File: src/rtl/irq_latch_agg.sv
module irq_latch_agg #(
  parameter int NUM_IRQ = 20,
  parameter int DW = 32,
  parameter logic [NUM_IRQ-1:0] WR_MASK = 20'hFEEFF
) (
  input  logic               clk,
  input  logic               rst_n,
  input  logic [NUM_IRQ-1:0] irq_in,
  input  logic               reg_we,
  input  logic [1:0]         reg_addr,
  input  logic [DW-1:0]      reg_wdata,
  output logic [DW-1:0]      reg_rdata,
  output logic               irq_out
);
  localparam logic [1:0] A_RAW  = 2'd0;
  localparam logic [1:0] A_MASK = 2'd1;
  localparam logic [1:0] A_PEND = 2'd2;

  logic [NUM_IRQ-1:0] raw_q, mask_q, pend_q, mask_d, pend_d, wr_val;
  logic mask_wr, pend_wr;

  assign mask_wr = reg_we && (reg_addr == A_MASK);
  assign pend_wr = reg_we && (reg_addr == A_PEND);
  assign wr_val  = reg_wdata[NUM_IRQ-1:0] & WR_MASK;
  assign mask_d  = mask_wr ? wr_val : mask_q;
  assign pend_d  = (pend_wr ? wr_val : pend_q) | (irq_in & mask_q);

  always_ff @(posedge clk or negedge rst_n) begin
    if (!rst_n) begin
      raw_q   <= '0;
      mask_q  <= '0;
      pend_q  <= '0;
      irq_out <= 1'b0;
    end else begin
      raw_q   <= irq_in;
      mask_q  <= mask_d;
      pend_q  <= pend_d;
      irq_out <= |(pend_d & mask_d);
    end
  end

  always_comb begin
    reg_rdata = '0;
    case (reg_addr)
      A_RAW:   reg_rdata[NUM_IRQ-1:0] = raw_q;
      A_MASK:  reg_rdata[NUM_IRQ-1:0] = mask_q;
      A_PEND:  reg_rdata[NUM_IRQ-1:0] = pend_q;
      default: reg_rdata = '0;
    endcase
  end

  AST_RAW_FOLLOWS: assert property (@(posedge clk) disable iff (!rst_n)
    $past(rst_n) |-> raw_q == $past(irq_in));
  AST_NO_MASKED_SET: assert property (@(posedge clk) disable iff (!rst_n)
    ($past(rst_n) && !$past(pend_wr)) |-> ((pend_q & ~$past(pend_q) & ~$past(mask_q)) == '0));
  AST_PEND_STICKY: assert property (@(posedge clk) disable iff (!rst_n)
    ($past(rst_n) && !$past(pend_wr)) |-> (($past(pend_q) & ~pend_q) == '0));
  AST_WR_FILTER: assert property (@(posedge clk) disable iff (!rst_n)
    ((mask_q & ~WR_MASK) == '0) && ((pend_q & ~WR_MASK) == '0));
  AST_PEND_WRITE: assert property (@(posedge clk) disable iff (!rst_n)
    ($past(rst_n) && $past(pend_wr)) |->
      pend_q == (($past(reg_wdata[NUM_IRQ-1:0]) & WR_MASK) | ($past(irq_in) & $past(mask_q))));
  AST_IRQ_MATCH: assert property (@(posedge clk) disable iff (!rst_n)
    irq_out == |(pend_q & mask_q));
endmodule

File: config.mk
export PLATFORM = sky130hd
export DESIGN_NAME = irq_latch_agg
export DESIGN_NICKNAME = d
export VERILOG_FILES = /design/src/rtl/irq_latch_agg.sv
export SDC_FILE = /design/constraint.sdc
export NUM_CORES = 1
export LEC_CHECK = 0
export ABC_AREA = 1
export CAP_MARGIN = 15
export CORE_ASPECT_RATIO = 0.6
export CORE_MARGIN = 2
export CORE_UTILIZATION = 40
export CTS_CLUSTER_SIZE = 25
export DETAILED_ROUTE_END_ITERATION = 6
export GPL_TIMING_DRIVEN = 0
export PLACE_DENSITY = 0.74
export RECOVER_POWER = 50
export SYNTH_ARGS = -nofsm -noshare
export SYNTH_HDL_FRONTEND = slang
export SYNTH_SLANG_ARGS = --single-unit
File: constraint.sdc
create_clock -name clk -period 1.36 [get_ports clk]
set_input_delay 0.204 -clock clk [delete_from_list [all_inputs] [get_ports clk]]
set_output_delay 0.204 -clock clk [all_outputs]
set_load 0.02 [all_outputs]
==> flow_summary.toml <==
[timing]
fin_tns_setup_ns = 0
relSlewSlack_pct = 54.8
timing.final.crit_period_ns = 1.35
rsz0062_at_grt = "true"
skew_ns = 0.00403
worst_pin_slew_ns = 0.678
setup_viol = 0
slew_violations = 0
period_share_pct = 99.3
timing.fmax_ghz = 0.741
finalHoldViolations = 0

[clock_network]
cts_max_level = 3
cts_tree = "done"
clock-sinks = 61
cts_buffers = 9
clkTransAtPathRegs_ns = 0.05
clockBufferDepth = 2
clockRootBuffer = "clkbuf_16"
clk_latency_ns = 0.32

[drt]
wl_per_cell_um = 15.8
first_iter_violations = 214
viasPerCell = 5.14
dr.pass1.iters = 5
drc = 0
via_count = 2784
ant_nets = 0
routed_wl_mm = 8.55

[placement]
dp_hpwl_mm = 5.53
routabilityCongestion = 0.856
io_buffer_count = 62

[yosys]
synth.avg_cell_area_um2 = 7.84
yosysWarnings = 0
ys_seq_elements = 61
netlist_area_um2 = 2810
synth_cell_types = 12
ys_seq_area_share_pct = 54.4
synthCells = 358

[die]
initial_core_util_pct = 41.7
num_io_pins = 90
core_um2 = 6730
chipWidth_um = 112
fp-row-count = 23
dieArea_um2 = 7730
die_h_um = 68.9

[grt]
grt_max_degree = 36
overflow = 0
grt_usage_pct = 22.8
grt_pass1_vias = 2532
antenna_found_initial = 0
grt_pass1_wl_mm = 13.1

[final_layout]
fin_nets = 512
fin_util_pct = 62.2
syn_to_final_growth_pct = 49.2
layout-drive-gt1-share_pct = 22.6
diodes = 0

[critical_path]
crit_type = "in2out"
arrival_ns = 1.15
crit_path_end_kind = "output pin"
critPathLaunchType = "input pin"
r2r_cells = 8
critPathRequiredTime_ns = 1.16
crit_fanout = 7

[run_status]
status = "completed"

[pwr]
p_per_area_nw_per_um2 = 1280
leakage_nw = 2.16
peakVddDrop_uv = 730
power.total_w = 0.00536

[hold_path]
hold_path.class = "in2reg"
holdPathStages = 3

[job]
drv_cap = 0
## metrics by stage
| stage | hold WS (ns) | setup slack (ns) | instance area (µm²) | std cells |
|---|---|---|---|---|
| after global routing | 0.242 | -0.0326 | 4190 | 542 |
| after global placement | 0.481 | -1.87 | 3580 | 518 |
| after CTS | 0.266 | 0.00272 | 3970 | 539 |
| after floorplan | -0.0916 | -0.0528 | 2850 | 369 |
| after detailed placement | 0.267 | -1.34 | 3590 | 519 |
| final | 0.230 | 0.00994 | 4190 | 542 |
## metal layers
layer | vias to the layer above | share of wire [%] | global-route usage [%]
li1 | 1312 | - | -
met1 | 1314 | 45 | 32.1
met2 | 148 | 45 | 35.5
met3 | 10 | 9.4 | 6.56
met4 | 0 | 0.54 | 4.73
met5 | - | 0 | 0
## power breakdown
part | switching [W] | leakage [nW] | internal (W) | total, W
Combinational | 0.000703 | 1.32 | 0.000554 | 0.00126
Sequential | 0.000137 | 0.716 | 0.00205 | 0.00219
Clock | 0.000693 | 0.119 | 0.00122 | 0.00192
## state kept, by name, summed over array words and instances, names as in the netlist
register and flops:
irq_out 1, pend_q 20, mask_q 20, raw_q 20
## cell families after synthesis
kind of cell	count (synthesis)	share of synthesized area [%]
other	1	0.134
and+or+nand+nor	258	38.3
buffers and inverters	38	7.22
DFF	61	54.4
## worst max-delay path, stage by stage
cell and delay, ns:
buf_6 0.12, clkbuf_16 0.14, nor2_4 0.24, buf_8 0.16, nand2_1 0.07, nand3_2 0.08, buf_6 0.12
## synth_stat cells
cell      instances  area (µm²)
nand2_1         189         709
dfrtp_1          61        1530
nand3_1          47         235
buf_4            15         113
nand4_1          13        81.3
clkbuf_1         10        37.5
inv_1             8        30.0
nor2_1            7        26.3
buf_2             3        15.0
inv_2             2        7.51
nor2_4            2        22.5
conb_1            1        3.75
## cell type report
class / instances / area (µm²)
tap: 87 / 109
multi-input combinational: 270 / 1230
sequential: 61 / 1530
clock buffer: 11 / 243
timing repair buffer: 75 / 772
buffer: 28 / 268
inverter: 10 / 37.5
fill: 582 / 2540
## layout by cell type, fill, tap and decap left out, drive strengths merged
cell | synthesis | layout
nand2 | 189 | 189
dfrtp | 61 | 61
buf | 18 | 52
nand3 | 47 | 47
clkbuf | 10 | 22
dlygate4sd3 | 0 | 20
clkdlybuf4s50 | 0 | 19
nand4 | 13 | 13
conb | 1 | 12
inv | 10 | 10
nor2 | 9 | 9
dlygate4sd2 | 0 | 1
## timing repair
item / 4_1_cts / 5_1_grt
pin swaps: 3 / 9
buffers inserted: 4 / 3
setup endpoints to repair: 22 / 21
resized for setup: 135 / 60
gates cloned: 4 / 0
hold endpoints to repair: 26 / 0
hold buffers: 1 / 0
## path summary, 6_finish.rpt
| path | startpoint | to | slack (ns) |
|---|---|---|---|
| setup / recovery | reg_addr[1] | reg_rdata[17] | 0.01 |
| hold / removal | reg_addr[1] | pend_q[14]$_DFF_PN0_ | 0.23 |
| setup reg to reg | mask_q[16]$_DFF_PN0_ | irq_out$_DFF_PN0_ | 0.17 |
| hold reg to reg | pend_q[12]$_DFF_PN0_ | pend_q[12]$_DFF_PN0_ | 0.50 |
| max in group asynchronous | rst_n | mask_q[4]$_DFF_PN0_ | 0.28 |
| min in group asynchronous | rst_n | mask_q[15]$_DFF_PN0_ | 0.46 |
Note: power is estimated with default switching activity, not from simulation.
